`src/rtl/smt_issue_pkg.sv`:
```
package smt_issue_pkg;
    typedef enum logic [1:0] {
        K_INT = 2'd0,
        K_ADR = 2'd1,
        K_MEM = 2'd2,
        K_BR  = 2'd3
    } kind_e;

    typedef enum logic {
        S_RUN  = 1'b0,
        S_HOLD = 1'b1
    } slot_st_e;
endpackage

```
`src/rtl/slot_branch_fsm.sv`:
```
module slot_branch_fsm
    import smt_issue_pkg::*;
(
    input  logic clk,
    input  logic rst_n,
    input  logic take_branch,
    input  logic resolve,
    output logic held
);
    slot_st_e st, st_nx;

    always_ff @(posedge clk or negedge rst_n) begin
        if (!rst_n) st <= S_RUN;
        else        st <= st_nx;
    end

    always_comb begin
        st_nx = st;
        unique case (st)
            S_RUN:  if (take_branch) st_nx = S_HOLD;
            S_HOLD: if (resolve)     st_nx = S_RUN;
            default: st_nx = S_RUN;
        endcase
    end

    assign held = (st == S_HOLD);

    // a branch issued from a running slot always leaves it blocked next cycle
    a_r8_branch_blocks: assert property (@(posedge clk) disable iff (!rst_n)
        (!held && take_branch) |=> held);
endmodule

```
`src/rtl/prio_pick.sv`:
```
module prio_pick #(
    parameter int N  = 8,
    parameter int PW = 3,
    localparam int SW = $clog2(N)
) (
    input  logic [N-1:0]    req,
    input  logic [N*PW-1:0] prio,
    output logic            vld,
    output logic [SW-1:0]   idx
);
    logic [PW-1:0] best;

    always_comb begin
        vld  = 1'b0;
        idx  = '0;
        best = '0;
        for (int i = 0; i < N; i++) begin
            if (req[i] && (!vld || prio[i*PW +: PW] > best)) begin
                vld  = 1'b1;
                idx  = SW'(i);
                best = prio[i*PW +: PW];
            end
        end
    end

    // a reported winner was requesting
    a_r2_pick_requested: assert final (!vld || req[idx]);
endmodule

```
`src/rtl/smt_issue_sel.sv`:
```
module smt_issue_sel
    import smt_issue_pkg::*;
#(
    parameter int N  = 8,
    parameter int PW = 3,
    localparam int SW = $clog2(N)
) (
    input  logic            clk,
    input  logic            rst_n,
    input  logic [N-1:0]    slot_active,
    input  logic [N*PW-1:0] slot_prio,
    input  logic [N-1:0]    h0_ok,
    input  logic [2*N-1:0]  h0_kind,
    input  logic [N-1:0]    h1_ok,
    input  logic [2*N-1:0]  h1_kind,
    input  logic [N-1:0]    br_done,
    output logic            int_vld,
    output logic [SW-1:0]   int_slot,
    output logic            addr_vld,
    output logic [SW-1:0]   addr_slot,
    output logic            addr_second,
    output logic            mem_announce
);
    logic [N-1:0] held, elig, to_int, to_adr, take_br;
    logic [N-1:0] fi_req, fa_req;
    logic         dom_vld, w_vld, fi_vld, fa_vld;
    logic [SW-1:0] dom_idx, w_idx, fi_idx, fa_idx;
    kind_e        wk0, wk1;
    logic         w_int, w_dual, w_adr;

    for (genvar g = 0; g < N; g++) begin : g_slot
        assign to_int[g]  = (h0_kind[2*g +: 2] == K_INT) || (h0_kind[2*g +: 2] == K_BR);
        assign to_adr[g]  = !to_int[g];
        assign elig[g]    = slot_active[g] && h0_ok[g] && !held[g];
        assign take_br[g] = int_vld && (int_slot == SW'(g)) && (h0_kind[2*g +: 2] == K_BR);

        slot_branch_fsm u_fsm (
            .clk         (clk),
            .rst_n       (rst_n),
            .take_branch (take_br[g]),
            .resolve     (br_done[g]),
            .held        (held[g])
        );
    end

    prio_pick #(.N(N), .PW(PW)) u_dom (.req(slot_active), .prio(slot_prio), .vld(dom_vld), .idx(dom_idx));
    prio_pick #(.N(N), .PW(PW)) u_win (.req(elig),        .prio(slot_prio), .vld(w_vld),   .idx(w_idx));
    prio_pick #(.N(N), .PW(PW)) u_fi  (.req(fi_req),      .prio(slot_prio), .vld(fi_vld),  .idx(fi_idx));
    prio_pick #(.N(N), .PW(PW)) u_fa  (.req(fa_req),      .prio(slot_prio), .vld(fa_vld),  .idx(fa_idx));

    always_comb begin
        wk0    = kind_e'(h0_kind[{w_idx, 1'b0} +: 2]);
        wk1    = kind_e'(h1_kind[{w_idx, 1'b0} +: 2]);
        w_int  = (wk0 == K_INT) || (wk0 == K_BR);
        w_dual = w_vld && (wk0 == K_INT) && h1_ok[w_idx] && ((wk1 == K_ADR) || (wk1 == K_MEM));
        w_adr  = w_vld && (!w_int || w_dual);
        fi_req = (w_vld && !w_int)          ? (elig & to_int & ~(N'(1) << w_idx)) : '0;
        fa_req = (w_vld && w_int && !w_dual) ? (elig & to_adr & ~(N'(1) << w_idx)) : '0;
    end

    always_comb begin
        int_vld      = (w_vld && w_int) || fi_vld;
        int_slot     = (w_vld && w_int) ? w_idx : fi_idx;
        addr_vld     = w_adr || fa_vld;
        addr_slot    = w_adr ? w_idx : fa_idx;
        addr_second  = w_dual;
        mem_announce = dom_vld && w_vld && (dom_idx == w_idx) &&
                       ((wk0 == K_MEM) || (w_dual && wk1 == K_MEM));
    end

    // only active, ready, unblocked slots reach a pipeline
    a_r2_int_legal: assert property (@(posedge clk) disable iff (!rst_n)
        int_vld |-> (slot_active[int_slot] && h0_ok[int_slot]));
    a_r2_addr_legal: assert property (@(posedge clk) disable iff (!rst_n)
        (addr_vld && !addr_second) |-> (slot_active[addr_slot] && h0_ok[addr_slot]));
    // second entry only beside its own oldest integer entry
    a_r3_in_order: assert property (@(posedge clk) disable iff (!rst_n)
        addr_second |-> (int_vld && int_slot == addr_slot && h0_ok[addr_slot] && h1_ok[addr_slot]
                         && h0_kind[{addr_slot, 1'b0} +: 2] == K_INT));
    a_r4_same_slot_is_dual: assert property (@(posedge clk) disable iff (!rst_n)
        (int_vld && addr_vld && int_slot == addr_slot) |-> addr_second);
    // something issues whenever a slot is eligible
    a_r5_work_conserving: assert property (@(posedge clk) disable iff (!rst_n)
        (|elig) |-> (int_vld || addr_vld));
    // an eligible dominant slot always issues
    a_r7_dominant_issues: assert property (@(posedge clk) disable iff (!rst_n)
        (dom_vld && elig[dom_idx]) |-> ((int_vld && int_slot == dom_idx) ||
                                        (addr_vld && addr_slot == dom_idx)));
    // the slot that issued a branch is silent in the next cycle
    a_r8_no_issue_after_branch: assert property (@(posedge clk) disable iff (!rst_n)
        (int_vld && h0_kind[{int_slot, 1'b0} +: 2] == K_BR) |=>
        !((int_vld && int_slot == $past(int_slot)) || (addr_vld && addr_slot == $past(int_slot))));
    // notice only with an address-pipe issue
    a_r9_announce_with_issue: assert property (@(posedge clk) disable iff (!rst_n)
        mem_announce |-> addr_vld);
endmodule

```
`config.mk`:
```
export PLATFORM = sky130hd
export DESIGN_NAME = smt_issue_sel
export DESIGN_NICKNAME = d
export VERILOG_FILES = /design/src/rtl/smt_issue_pkg.sv /design/src/rtl/slot_branch_fsm.sv /design/src/rtl/prio_pick.sv /design/src/rtl/smt_issue_sel.sv
export SDC_FILE = /design/constraint.sdc
export NUM_CORES = 1
export LEC_CHECK = 0
export CORE_MARGIN = 2
export CORE_UTILIZATION = 35
export DETAILED_ROUTE_END_ITERATION = 10
export HOLD_SLACK_MARGIN = 0.05
export PLACE_DENSITY_LB_ADDON = 0.25
export SYNTH_ARGS = -nofsm -noshare
export SYNTH_HDL_FRONTEND = slang
export SYNTH_SLANG_ARGS = --single-unit
export TNS_END_PERCENT = 20
```
`constraint.sdc`:
```
create_clock -name clk -period 56.3 [get_ports clk]
set_input_delay 11.26 -clock clk [delete_from_list [all_inputs] [get_ports clk]]
set_output_delay 11.26 -clock clk [all_outputs]
set_load 0.005 [all_outputs]
```
### After elaboration in Yosys (flattened, before gate mapping)

Cells that the tools add are included.

* bitwise logic cells: 13
* reductions and logical operators: 169
* eq/ne operators: 20
* mux-type cells: 118
* shift-type cells: 3
* $lt $le $gt $ge: 29

Operator list (count)
* $mux W3: 46
* $gt A3 B3 Y1: 28
* $logic_and A1 B1 Y1: 71
* $mux W1: 53
* $logic_not A1 Y1: 46
* $logic_or A1 B1 Y1: 42
* $and A8 B8 Y8: 4
* $shiftx A16 B5 Y2: 2
* $eq A2 B2 Y1 const B: 11
* $logic_not A2 Y1: 9
* $mux W2: 8
* $mux W8: 2
* $pmux W1 S2: 8
* $eq A3 B3 Y1 const B: 4
* $not A1 Y1: 8
* $not A8 Y8: 1
* $shl A1 B3 Y8 const A: 1
* $eq A3 B2 Y1 const B: 2
* $lt A3 B4 Y1 const B: 1
* $bmux W1 S3: 1
* $eq A3 B1 Y1 const B: 1
* $eq A3 B3 Y1: 1
* $logic_not A3 Y1: 1
* $eq A2 B1 Y1 const B: 1

* register bits: 8
* output and inout bits: 10

### Longest topological paths before layout

* depth in word-level cells: 72
* depth in mapped cells: 132
* depth with buffers taken out: 122

### By module

Synthesis repeated with hierarchy kept, for this count alone.

* cells, all modules: 699
* area total of the unflattened synthesis: 5427.7 µm²

By module, submodules not included
* prio_pick at u_fa ...: cells an instance 138, instances 2, seq. area each 0.0 µm², area an instance 1036.0 µm²
* prio_pick at u_dom: cells an instance 138, instances 1, seq. area each 0.0 µm², area an instance 1037.2 µm²
* smt_issue_sel: cells an instance 123, instances 1, seq. area each 0.0 µm², area an instance 1011.0 µm²
* prio_pick at u_win: cells an instance 138, instances 1, seq. area each 0.0 µm², area an instance 997.2 µm²
* slot_branch_fsm: cells an instance 3, instances 8, seq. area each 25.0 µm², area an instance 38.8 µm²

### Worst setup path before layout

No wires, ideal clock.

* kind: input port to output port
* start point: input port slot_active[0]
* end point: output port addr_slot[2]
* path slack: 13783 ps
* stages on the path: 117
* data required time: 45040 ps
* path buffers: 10
* data arrival time: 31257 ps
* cell sequence: buf_6 and3b_1 buf_6 and2_1 ha_1 a41oi_1 o21a_1 buf_6 mux2_2 ha_1 nand3b_1 a32oi_1 o21ai_4 nor2_1 a21oi_1 ha_1 a21oi_1 a32oi_1 [... 81 more ...] ha_1 inv_1 a21o_1 a21oi_1 a31oi_1 nor2_1 or3_1 buf_2 mux2_1 ha_1 inv_1 a21o_1 a21oi_1 a31oi_1 a21oi_1 o21bai_1 nor2b_1 a32oi_1

* cells in the longest elaborated chain, start to end: 69
* elaborated cells on any way between the ends: 123
* those cells by class: order compare (14); eq/ne (3); shift (3); mux (44); bitwise (3); reduce/logical (56)

Ends and longest elaborated chain
* start, declared: line smt_issue_sel.sv:10 `input logic [N-1:0] slot_active,`
* $logic_and A1 B1 Y1 * (2 in a row): line smt_issue_sel.sv:34 `assign elig[g] = slot_active[g] && h0_ok[g] && !held[g];`
* $mux W3 / $mux W1 (equally long branches): line prio_pick.sv:18 `if (req[i] && (!vld || prio[i*PW +: PW] > best)) begin`
* $gt A3 B3 Y1 / $logic_not A1 Y1 (equally long branches): line prio_pick.sv:18
* $logic_or A1 B1 Y1: line prio_pick.sv:18
* $logic_and A1 B1 Y1: line prio_pick.sv:18
* $mux W3 / $mux W1 (equally long branches): line prio_pick.sv:18
* $gt A3 B3 Y1 / $logic_not A1 Y1 (equally long branches): line prio_pick.sv:18
* $logic_or A1 B1 Y1: line prio_pick.sv:18
* [... 52 more ...]
* $logic_or A1 B1 Y1: line prio_pick.sv:18
* $logic_and A1 B1 Y1: line prio_pick.sv:18
* $mux W3 / $mux W1 (equally long branches): line prio_pick.sv:18
* $gt A3 B3 Y1 / $logic_not A1 Y1 (equally long branches): line prio_pick.sv:18
* $logic_or A1 B1 Y1: line prio_pick.sv:18
* $logic_and A1 B1 Y1: line prio_pick.sv:18
* $mux W3: line prio_pick.sv:18
* $mux W3 *: line smt_issue_sel.sv:65 `addr_slot = w_adr ? w_idx : fa_idx;`
* end, declared: line smt_issue_sel.sv:20 `output logic [SW-1:0] addr_slot,`

Every way passes the cells marked *; elsewhere a longest branch is shown, timed or not. The select of a mux whose other input is x is not followed.

### Worst setup path in the final report

Same ends and word-level chain as after synthesis.

==> impl_metrics.env <==
export IMPL_outcome="completed"
export IMPL_htreeDepth=1
export IMPL_startpoint="slot_active[0]"
export IMPL_critPathArrivalTime_ns=37.42
export IMPL_synthCells=703
export IMPL_synthArstFlopShare_pct=100
export IMPL_cts_tree="done"
export IMPL_finalHoldViolCount=0
export IMPL_die_w_um=126
export IMPL_routedWlPerCell_um=19.7
export IMPL_critPathRequiredTime_ns=45.04
export IMPL_worstHoldStart="g_slot[3].u_fsm.held"
export IMPL_ys_types=89
export IMPL_drv_cap=0
export IMPL_num_nets_final=973
export IMPL_ys_flop_type="dfrtp_1"
export IMPL_min_period_ns=48.68
export IMPL_diodes=0
export IMPL_drtPass1Iterations=5
export IMPL_initial_utilization_pct=35.9
export IMPL_grt_pass1_wl_um=29800
export IMPL_postRouteAntennaNets=0
export IMPL_clk_pin_slew_worst_paths_ns=0.04
export IMPL_synth_seq_area_share_pct=3.82
export IMPL_cts_num_sinks=8
export IMPL_total_leakage_power_nw=2.81
export IMPL_drc=0
export IMPL_track_usage_pct=23.1
export IMPL_r2r_start="g_slot[0].u_fsm.held"
export IMPL_largest_reg_flops=8
export IMPL_rsz0062_at_grt="false"
export IMPL_synth_edf_count=0
export IMPL_vdd_drop_max_v=0.0000266
export IMPL_nFillCells=1536
export IMPL_io_pins=100
export IMPL_crit_path_max_incr_delay_ns=0.72
export IMPL_max_slew_margin_pct=40.7
export IMPL_syn_to_final_growth_pct=22.6
export IMPL_route_vias_total=5854
export IMPL_cts_repair_resized=0
export IMPL_netlist_area_um2=5240
export IMPL_drt_total_wl_um=19100
export IMPL_grt_overflow_total=0
export IMPL_cts_buffers=3
export IMPL_fp_coreArea_um2=14600
export IMPL_grt_pass1_vias=5413
export IMPL_grt_antenna_before_repair=0
export IMPL_final_setup_viol_count=0
export IMPL_drt_iter0_drc=545
export IMPL_tightest_slew_ns=0.886
export IMPL_period_share_pct=86.5
export IMPL_cp_max_fo=20
export IMPL_rrSetupSlack_ns=31.66
export IMPL_grt_max_degree=24
export IMPL_ys_ff_latch=8
export IMPL_syn_nets=888
export IMPL_worstSetupPathType="in2out"
export IMPL_rows=44
export IMPL_clock_latency_ns=0.24
export IMPL_power_density_nw_per_um2=52.5
export IMPL_dieArea_um2=16000
export IMPL_fin_hold_ws_ns=0.517
export IMPL_slew_violations=0
export IMPL_placed_cell_area_um2=6350
export IMPL_port_buffers=99
export IMPL_via_per_inst=6.04
export IMPL_gp_congestion=0.938
export IMPL_max_freq_ghz=0.0205
export IMPL_startpoint_type="input pin"
export IMPL_fin_setup_tns_ns=0
export IMPL_synth_area_per_cell_um2=7.45
export IMPL_cp_end_kind="output pin"
export IMPL_cpMostUsedCell="ha_1"
export IMPL_cts_root_buffer="clkbuf_16"
export IMPL_clockBufferDepth=2
export IMPL_cts_setup_buffers=0
export IMPL_hold_buffers=0
export IMPL_die_height_um=126
export IMPL_hold_class="reg2reg"
export IMPL_design_area_um2=6420
export IMPL_yosys_warnings=0
export IMPL_crit_path_top_delay_cell="nor2_1"
export IMPL_hpwl_um=16100
export IMPL_skew_ns=0.00210
export IMPL_drive_gt1_share_pct=7.76
## layer usage
layer | GRT usage [%] | wire length, um | vias to the layer above | part of all wire (%)
met5 | 0 | 0 | - | 0
met4 | 3.81 | 292 | 0 | 1.5
met3 | 2.19 | 1270 | 20 | 6.6
met2 | 37.0 | 8680 | 235 | 45
met1 | 34.2 | 8880 | 2732 | 46
li1 | - | - | 2867 | -
## worst paths after layout
check | to | cells past startpoint
worst max-delay path | addr_slot[2] | 113
worst min-delay path | g_slot[3].u_fsm.held | 1
worst max register to register | g_slot[2].u_fsm.held | 114
worst min register to register | g_slot[3].u_fsm.held | 1
max in group asynchronous | g_slot[3].u_fsm.held | 1
min in group asynchronous | g_slot[0].u_fsm.held | 1
## cell type report
type	count	area [um2]	share of cell area, %
clock buffer	3	75.1	1.17
timing repair buffer	103	1020	15.9
multi-input combinational	607	4650	72.4
inverter	65	244	3.80
tap	184	230	3.59
sequential	8	200	3.12
## cells in the final DEF, fill, tap and decap left out, types with 7 or more instances in the layout
master,instances
and2_1,8
o21ai_0,40
nand4_1,7
o21a_1,9
nand2b_1,8
clkdlybuf4s50_1,99
nor2_1,39
mux2_2,20
nand3_1,19
mux2i_1,23
o211ai_1,7
nor3_1,20
a32oi_1,9
and3b_1,8
a21o_1,16
a31oi_1,14
dfrtp_1,8
nor2b_1,21
a211oi_1,13
nand3b_1,10
ha_1,95
a32o_1,7
o21ai_1,8
a21oi_1,52
inv_1,63
nand2_1,50
## per-stage QoR
| stage | util, % | cells | power [mW] | worst slack (ns) |
|---|---|---|---|---|
| floorplan | - | 703 | 0.213 | 13.78 |
| detailed placement | 43.5 | 967 | 0.318 | 7.94 |
| finish | 44.0 | 970 | 0.337 | 7.62 |
| CTS | 44.0 | 970 | 0.332 | 7.84 |
| global route | 44.0 | 970 | 0.367 | 5.62 |
| global placement | 43.5 | 967 | 0.317 | 8.09 |
## kinds of logic (layout without fill, tap and decap cells)
logic type | after synthesis | count (layout) | share of synthesized area [%]
compound gates | 251 | 251 | 34.5
xor+xnor | 2 | 2 | 0.334
fa+ha+maj | 95 | 95 | 22.7
buf+inv | 88 | 171 | 7.40
flops | 8 | 8 | 3.82
mux | 45 | 45 | 9.12
simple gates | 214 | 214 | 22.1
## worst max-delay path, delay by kind of cell
kind / cells / cell delay, ns
AND/OR/NAND/NOR: 28 / 5.69
buffers and inverters: 8 / 1.80
multiplexers: 3 / 0.98
AO/OA/AOI/OAI: 59 / 13.12
adder cells (fa/ha/maj): 15 / 4.56
## power breakdown
part           switching (mW)  total (mW)  internal, mW
Combinational           0.184       0.315         0.131
Clock                 0.00316      0.0124       0.00920
Sequential            0.00189      0.0101       0.00817
Total                   0.189       0.337         0.148
## Yosys cell counts, drive strengths merged, types with 4 or more instances
master  number  area share [%]
buf         15             2.2
o22ai        4            0.48
inv         64             4.6
a21o        16             2.3
nor2        41             3.0
nand3       20             2.0
a211oi      14             2.2
nor2b       23             3.0
a32oi        9             1.5
nor3        21             2.1
a32o         8             1.6
nand2       52             3.9
and3b        8             1.3
nand4        8             1.1
mux2        22             4.7
a22oi        5            0.81
a21oi       54             5.3
o31a         4            0.69
o21a         9             1.3
mux2i       23             4.4
ha          95              23
o311ai       7             1.3
nand3b      11             1.6
dfrtp        8             3.8
o21ai       51             5.2
nor4         6             1.0
o221ai       5            0.84
a31oi       17             2.4
and2         8            0.96
nand2b       8            0.96
clkbuf       8            0.57
o211ai       8             1.2
o31ai        5            0.72
Power figures use the tool's default switching activity.
